## src/rtl/flash_pkg.sv

```systemverilog
package flash_pkg;

    typedef enum logic [1:0] {
        RP_LOW  = 2'd0,
        RP_HIGH = 2'd1,
        RP_HV   = 2'd2
    } rp_e;

    typedef enum logic [1:0] {
        MD_ARRAY  = 2'd0,
        MD_STATUS = 2'd1,
        MD_ID     = 2'd2
    } mode_e;

    typedef enum logic [1:0] {
        PH_IDLE  = 2'd0,
        PH_PROG  = 2'd1,
        PH_ERASE = 2'd2
    } phase_e;

    typedef enum logic [2:0] {
        SEC_BOOT  = 3'd0,
        SEC_PARA  = 3'd1,
        SEC_PARB  = 3'd2,
        SEC_MAINS = 3'd3,
        SEC_MAINL = 3'd4
    } sector_e;

    localparam logic [7:0] CMD_ARRAY  = 8'hFF;
    localparam logic [7:0] CMD_STATUS = 8'h70;
    localparam logic [7:0] CMD_IDENT  = 8'h90;
    localparam logic [7:0] CMD_CLEAR  = 8'h50;
    localparam logic [7:0] CMD_PROG   = 8'h40;
    localparam logic [7:0] CMD_ERASE  = 8'h20;
    localparam logic [7:0] CMD_CONF   = 8'hD0;

    typedef struct packed {
        phase_e phase;
        mode_e  mode;
        logic   err_erase;
        logic   err_prog;
        logic   err_vpp;
    } ctl_t;

    localparam ctl_t CTL_RST = '{phase: PH_IDLE, mode: MD_ARRAY,
                                 err_erase: 1'b0, err_prog: 1'b0, err_vpp: 1'b0};

endpackage

```

## src/rtl/flash_sector_dec.sv

```systemverilog
module flash_sector_dec #(
    parameter int ADDR_W   = 18,
    parameter int UNIT_AW  = 13,
    parameter int BOOT_U   = 2,
    parameter int PAR_U    = 1,
    parameter int MAINS_U  = 12,
    parameter bit BOOT_TOP = 1'b0
) (
    input  logic [ADDR_W-1:0]  addr,
    output flash_pkg::sector_e sector,
    output logic               is_boot
);
    import flash_pkg::*;

    localparam int IDX_W = ADDR_W - UNIT_AW;
    localparam int UNITS = 1 << IDX_W;
    localparam int LIM_B = BOOT_U;
    localparam int LIM_A = LIM_B + PAR_U;
    localparam int LIM_P = LIM_A + PAR_U;
    localparam int LIM_S = LIM_P + MAINS_U;

    logic [IDX_W-1:0] unit_idx;
    logic [IDX_W-1:0] rel_idx;

    assign unit_idx = addr[ADDR_W-1:UNIT_AW];

    generate
        if (BOOT_TOP) begin : g_top
            assign rel_idx = IDX_W'(UNITS - 1) - unit_idx;
        end else begin : g_bottom
            assign rel_idx = unit_idx;
        end
    endgenerate

    always_comb begin
        if (int'(rel_idx) < LIM_B)      sector = SEC_BOOT;
        else if (int'(rel_idx) < LIM_A) sector = SEC_PARA;
        else if (int'(rel_idx) < LIM_P) sector = SEC_PARB;
        else if (int'(rel_idx) < LIM_S) sector = SEC_MAINS;
        else                            sector = SEC_MAINL;
    end

    assign is_boot = (sector == SEC_BOOT);

endmodule

```

## src/rtl/flash_lock_eval.sv

```systemverilog
module flash_lock_eval (
    input  logic [1:0] rp_lvl,
    input  logic       vpp_ok,
    input  logic       wp,
    input  logic       wp_ignore,
    input  logic       is_boot,
    output logic       locked,
    output logic       lockout
);
    import flash_pkg::*;

    logic rp_low;
    logic rp_hv;
    logic boot_guard;

    assign rp_low     = (rp_lvl == RP_LOW);
    assign rp_hv      = (rp_lvl == RP_HV);
    assign lockout    = !vpp_ok;
    assign boot_guard = is_boot && !rp_hv && (wp_ignore || !wp);
    assign locked     = rp_low || lockout || boot_guard;

endmodule

```

## src/rtl/flash_busy_timer.sv

```systemverilog
module flash_busy_timer #(
    parameter int BUSY_CYC = 8
) (
    input  logic clk,
    input  logic rst_n,
    input  logic halt,
    input  logic start,
    output logic busy
);
    localparam int CNT_W = $clog2(BUSY_CYC + 1);

    logic [CNT_W-1:0] cnt_d, cnt_q;

    always_comb begin
        cnt_d = cnt_q;
        if (halt)               cnt_d = '0;
        else if (start)         cnt_d = CNT_W'(BUSY_CYC);
        else if (cnt_q != '0)   cnt_d = cnt_q - 1'b1;
    end

    always_ff @(posedge clk) begin
        if (!rst_n) cnt_q <= '0;
        else        cnt_q <= cnt_d;
    end

    assign busy = (cnt_q != '0);


    no_start_while_busy_chk: assert property (@(posedge clk) disable iff (!rst_n)
        start |-> !busy);


    busy_runs_down_chk: assert property (@(posedge clk) disable iff (!rst_n)
        (busy && !halt) |=> (cnt_q == $past(cnt_q) - 1'b1));

endmodule

```

## src/rtl/flash_cmd_ctrl.sv

```systemverilog
module flash_cmd_ctrl #(
    parameter int ADDR_W   = 18,
    parameter int UNIT_AW  = 13,
    parameter int BOOT_U   = 2,
    parameter int PAR_U    = 1,
    parameter int MAINS_U  = 12,
    parameter bit BOOT_TOP = 1'b0,
    parameter int BUSY_CYC = 8
) (
    input  logic              clk,
    input  logic              rst_n,
    input  logic [1:0]        rp_lvl,
    input  logic              vpp_ok,
    input  logic              wp,
    input  logic              wp_ignore,
    input  logic              wr_en,
    input  logic [ADDR_W-1:0] addr,
    input  logic [7:0]        wdata,
    output logic [1:0]        mode_o,
    output logic [7:0]        status_o,
    output logic              busy_o,
    output logic              pd_o
);
    import flash_pkg::*;

    ctl_t    ctl_d, ctl_q;
    sector_e sector;
    logic    is_boot;
    logic    locked;
    logic    lockout;
    logic    pd;
    logic    busy;
    logic    start;

    assign pd = (rp_lvl == RP_LOW);

    flash_sector_dec #(
        .ADDR_W  (ADDR_W),
        .UNIT_AW (UNIT_AW),
        .BOOT_U  (BOOT_U),
        .PAR_U   (PAR_U),
        .MAINS_U (MAINS_U),
        .BOOT_TOP(BOOT_TOP)
    ) i_dec (
        .addr   (addr),
        .sector (sector),
        .is_boot(is_boot)
    );

    flash_lock_eval i_lock (
        .rp_lvl   (rp_lvl),
        .vpp_ok   (vpp_ok),
        .wp       (wp),
        .wp_ignore(wp_ignore),
        .is_boot  (is_boot),
        .locked   (locked),
        .lockout  (lockout)
    );

    flash_busy_timer #(.BUSY_CYC(BUSY_CYC)) i_timer (
        .clk  (clk),
        .rst_n(rst_n),
        .halt (pd),
        .start(start),
        .busy (busy)
    );

    always_comb begin
        ctl_d = ctl_q;
        start = 1'b0;
        if (pd) begin
            ctl_d = CTL_RST;
        end else if (wr_en && !busy) begin
            unique case (ctl_q.phase)
                PH_PROG: begin
                    ctl_d.phase = PH_IDLE;
                    ctl_d.mode  = MD_STATUS;
                    if (locked) begin
                        ctl_d.err_prog = 1'b1;
                        if (lockout) ctl_d.err_vpp = 1'b1;
                    end else begin
                        start = 1'b1;
                    end
                end
                PH_ERASE: begin
                    ctl_d.phase = PH_IDLE;
                    if (wdata != CMD_CONF) begin
                        ctl_d.err_erase = 1'b1;
                        ctl_d.err_prog  = 1'b1;
                        ctl_d.mode      = MD_ARRAY;
                    end else begin
                        ctl_d.mode = MD_STATUS;
                        if (locked) begin
                            ctl_d.err_erase = 1'b1;
                            if (lockout) ctl_d.err_vpp = 1'b1;
                        end else begin
                            start = 1'b1;
                        end
                    end
                end
                default: begin
                    case (wdata)
                        CMD_ARRAY:  ctl_d.mode  = MD_ARRAY;
                        CMD_STATUS: ctl_d.mode  = MD_STATUS;
                        CMD_IDENT:  ctl_d.mode  = MD_ID;
                        CMD_PROG:   ctl_d.phase = PH_PROG;
                        CMD_ERASE:  ctl_d.phase = PH_ERASE;
                        CMD_CLEAR: begin
                            ctl_d.err_erase = 1'b0;
                            ctl_d.err_prog  = 1'b0;
                            ctl_d.err_vpp   = 1'b0;
                        end
                        default: ;
                    endcase
                end
            endcase
        end
    end

    always_ff @(posedge clk) begin
        if (!rst_n) ctl_q <= CTL_RST;
        else        ctl_q <= ctl_d;
    end

    assign mode_o   = ctl_q.mode;
    assign busy_o   = busy;
    assign pd_o     = pd;
    assign status_o = {!busy, 1'b0, ctl_q.err_erase, ctl_q.err_prog, ctl_q.err_vpp, 3'b000};


    busy_mode_hold_chk: assert property (@(posedge clk) disable iff (!rst_n)
        (busy && !pd) |=> $stable(mode_o));


    pd_state_reset_chk: assert property (@(posedge clk) disable iff (!rst_n)
        pd |=> (mode_o == MD_ARRAY && !busy_o && status_o[5:3] == 3'b000));


    err_sticky_chk: assert property (@(posedge clk) disable iff (!rst_n)
        (status_o[4] && !pd && !(wr_en && !busy && ctl_q.phase == PH_IDLE && wdata == CMD_CLEAR))
        |=> status_o[4]);


    lockout_no_start_chk: assert property (@(posedge clk) disable iff (!rst_n)
        (!vpp_ok && !busy_o) |=> !busy_o);

endmodule

```

## config.mk

```make
export PLATFORM = sky130hd
export DESIGN_NAME = flash_cmd_ctrl
export DESIGN_NICKNAME = d
export VERILOG_FILES = /design/src/rtl/flash_pkg.sv /design/src/rtl/flash_sector_dec.sv /design/src/rtl/flash_lock_eval.sv /design/src/rtl/flash_busy_timer.sv /design/src/rtl/flash_cmd_ctrl.sv
export SDC_FILE = /design/constraint.sdc
export NUM_CORES = 1
export LEC_CHECK = 0
export BUFFER_PORTS_ARGS = -buffer_cell sky130_fd_sc_hd__buf_2
export CAP_MARGIN = 15
export CORE_MARGIN = 3
export CORE_UTILIZATION = 30
export DETAILED_ROUTE_END_ITERATION = 8
export MAX_ROUTING_LAYER = met4
export SYNTH_ARGS = -nofsm -noshare
export SYNTH_HDL_FRONTEND = slang
export SYNTH_SLANG_ARGS = --single-unit
```

## constraint.sdc

```tcl
create_clock -name clk -period 5.76 [get_ports clk]
set_input_delay 0.576 -clock clk [delete_from_list [all_inputs] [get_ports clk]]
set_output_delay 0.576 -clock clk [all_outputs]
set_load 0.1 [all_outputs]
```

==> results.sh <==
export IMPL_ios=46
export IMPL_power_switching_mw=0.223
export IMPL_fin_tns_setup_ns=0
export IMPL_n_fill_cell=288
export IMPL_globalplace_congestion=0.846
export IMPL_drtIter0Drc=17
export IMPL_synth_top_cells_by_count="dfxtp_1, inv_1, buf_4, nand2_1"
export IMPL_r2r_start="i_timer.cnt_q[0]"
export IMPL_syn_inst=111
export IMPL_route_detailed_drc=0
export IMPL_antenna_found_initial=0
export IMPL_worst_clock_skew_ns=0.00121
export IMPL_ys_top_cells_by_area="dfxtp_1, buf_4, inv_1"
export IMPL_tightest_slew_ns=0.659
export IMPL_viasPerCell=5.38
export IMPL_status="finished clean"
export IMPL_pwr_share_clk_pct=13.5
export IMPL_hold_path_end="status_o[4]"
export IMPL_worstHoldPathType="flop to flop"
export IMPL_cp_max_fo=4
export IMPL_numCtsBuffers=3
export IMPL_leakagePower_nw=0.400
export IMPL_fmax_ghz=0.458
export IMPL_drtPass1Iterations=4
export IMPL_slew_headroom_pct=55.6
export IMPL_hold_depth=2
export IMPL_cts_tree="built"
export IMPL_rsz0062_at_grt="false"
export IMPL_syn_avg_cell_area_sq_um=7.77
export IMPL_dieHeight_microns=59.6
export IMPL_drv_slew=0
export IMPL_wl_per_cell_microns=12.0
export IMPL_drive_gt1_share_pct=25.6
export IMPL_ys_types=48
export IMPL_period_share_pct=37.9
export IMPL_num_rows=18
export IMPL_async_reset_ff_share_pct=0
export IMPL_cts_max_path_buffers=2
export IMPL_cts_resized=0
export IMPL_p_sw_share_pct=56.1
export IMPL_power_mw=0.397
export IMPL_yosysWarningCount=0
export IMPL_overflow=0
export IMPL_antenna_cells=0
export IMPL_num_vias=877
export IMPL_ys_ff_latch=11
export IMPL_drv_cap=0
export IMPL_grt_max_degree=10
export IMPL_power_frac_comb_pct=62.9
export IMPL_grt_pass1_wl_microns=3420
export IMPL_path_class="primary input to flop"
export IMPL_ant_nets=0
export IMPL_yosysTopAreaCell="dfxtp_1"
export IMPL_fp_coreArea_sq_mm=0.00261
export IMPL_crit_path_end_kind="flop"
export IMPL_track_usage_pct=12.6
export IMPL_rrSetupSlack_ns=3.83
export IMPL_netlist_area_sq_um=862
export IMPL_finalSetupViolCount=0
export IMPL_htree_levels=1
export IMPL_dpl_cell_area_sq_um=967
export IMPL_netlist_area_leader_share_pct=25.5
export IMPL_synth_edf_count=0
export IMPL_hold_violations=0
export IMPL_seq_area_frac_synth_pct=25.5
export IMPL_die_w_microns=59.6
export IMPL_crit_start="wdata[1]"
export IMPL_wl_microns=1950
export IMPL_critPathArrivalTime_ns=2.39
export IMPL_cts_num_sinks=11
export IMPL_fin_crit_ns=2.18
export IMPL_cts_clk_slew_worst_paths_ns=0.07
export IMPL_worstSetupStartpointType="primary input"
export IMPL_cts_root_buf="clkbuf_4"
export IMPL_portBuffers=27
export IMPL_die_area_sq_mm=0.00355
export IMPL_r2r_cells=5
export IMPL_seqPwrFrac_pct=23.7
export IMPL_r2r_end="status_o[4]"
export IMPL_synthFlopType="dfxtp_1"
export IMPL_power_density_mw_per_mm2=400
export IMPL_postLayoutCoreUtil_pct=38.0
export IMPL_clock_latency_ns=0.27
export IMPL_ctsHoldBuffers=0
export IMPL_fin_area_sq_um=993
export IMPL_hpwl_microns=1580
export IMPL_grt_pass1_vias=792
export IMPL_worstHoldStart="status_o[4]"
export IMPL_cts_setup_buffers=0
export IMPL_required_ns=5.96
export IMPL_intPower_mw=0.174
export IMPL_initial_core_util_pct=33.0
export IMPL_syn_to_final_growth_pct=15.2
export IMPL_vdd_ir_drop_worst_mv=0.270
export IMPL_finalNetCount=171
## flip-flops by register name (all words and copies together) (netlist names)
| name | flops |
|---|---|
| mode_o | 2 |
| status_o | 3 |
| i_timer.cnt_q | 4 |
| ctl_q | 2 |
## cells by family after synthesis
family	count (synthesis)	share of synthesized area (%)
xor gates and xnor gates	2	2.03
AOI/OAI and AO/OA	29	24.5
buffers and inverters	24	14.8
other	1	0.435
muxes	1	1.16
DFF	11	25.5
adders and majority gates	3	4.35
and+or+nand+nor	40	27.1
## routing by layer
metal,GRT usage (%),up-vias,part of all wire (%)
met4,5.70,0,1.5
met5,-,-,0
met2,19.7,31,47
met1,16.7,402,46
li1,-,440,-
met3,0.871,4,5.3
## cell type report
cell class                 count  area (sq um)  area share (%)
sequential                    11           220            22.2
tap                           30          37.5            3.78
clock buffer                   4          26.3            2.64
timing repair buffer          28           143            14.4
inverter                      11          41.3            4.16
multi-input combinational     79           526            52.9
## critical path: stages
cell	delay [ns]
buf_2	0.11
nor4_1	0.60
a21boi_0	0.27
a2111oi_0	0.60
mux2i_1	0.24
## worst max path at each step
| stage | cells past startpoint | end |
|---|---|---|
| 2_1_floorplan | 4 | status_o[7] |
| 3_3_place_gp | 5 | ctl_q[6] |
| 3_5_place_dp | 5 | ctl_q[6] |
| 4_1_cts | 5 | status_o[7] |
| 5_1_grt | 5 | status_o[7] |
| 6_report | 5 | status_o[4] |
## through the flow
stage	hold WS [ns]	cells	worst slack, ns
finish	0.455	163	3.58
global route	0.489	163	3.47
CTS	0.463	163	3.61
detailed placement	0.452	159	3.39
global placement	0.450	159	3.41
floorplan	0.435	114	3.09
## power groups by stage
stage | logic (mW) | clock network, mW | registers, mW
global placement | 0.246 | 0 | 0.0950
CTS | 0.251 | 0.0550 | 0.0940
detailed placement | 0.250 | 0 | 0.0960
finish | 0.249 | 0.0535 | 0.0939
global route | 0.270 | 0.0607 | 0.0959
floorplan | 0.208 | 0 | 0.0936
## cell usage in the layout, fill, tap and decap left out, types with 3 or more instances in the layout
| cell | n |
|---|---|
| a21oi_1 | 4 |
| buf_2 | 27 |
| clkbuf_4 | 3 |
| conb_1 | 4 |
| dfxtp_1 | 11 |
| ha_1 | 3 |
| inv_1 | 11 |
| nand2_1 | 9 |
| nand3_1 | 3 |
| nor2_1 | 4 |
| nor3_1 | 4 |
| o21ai_0 | 4 |
| or3_1 | 3 |
(Power assumes the default switching activity.)
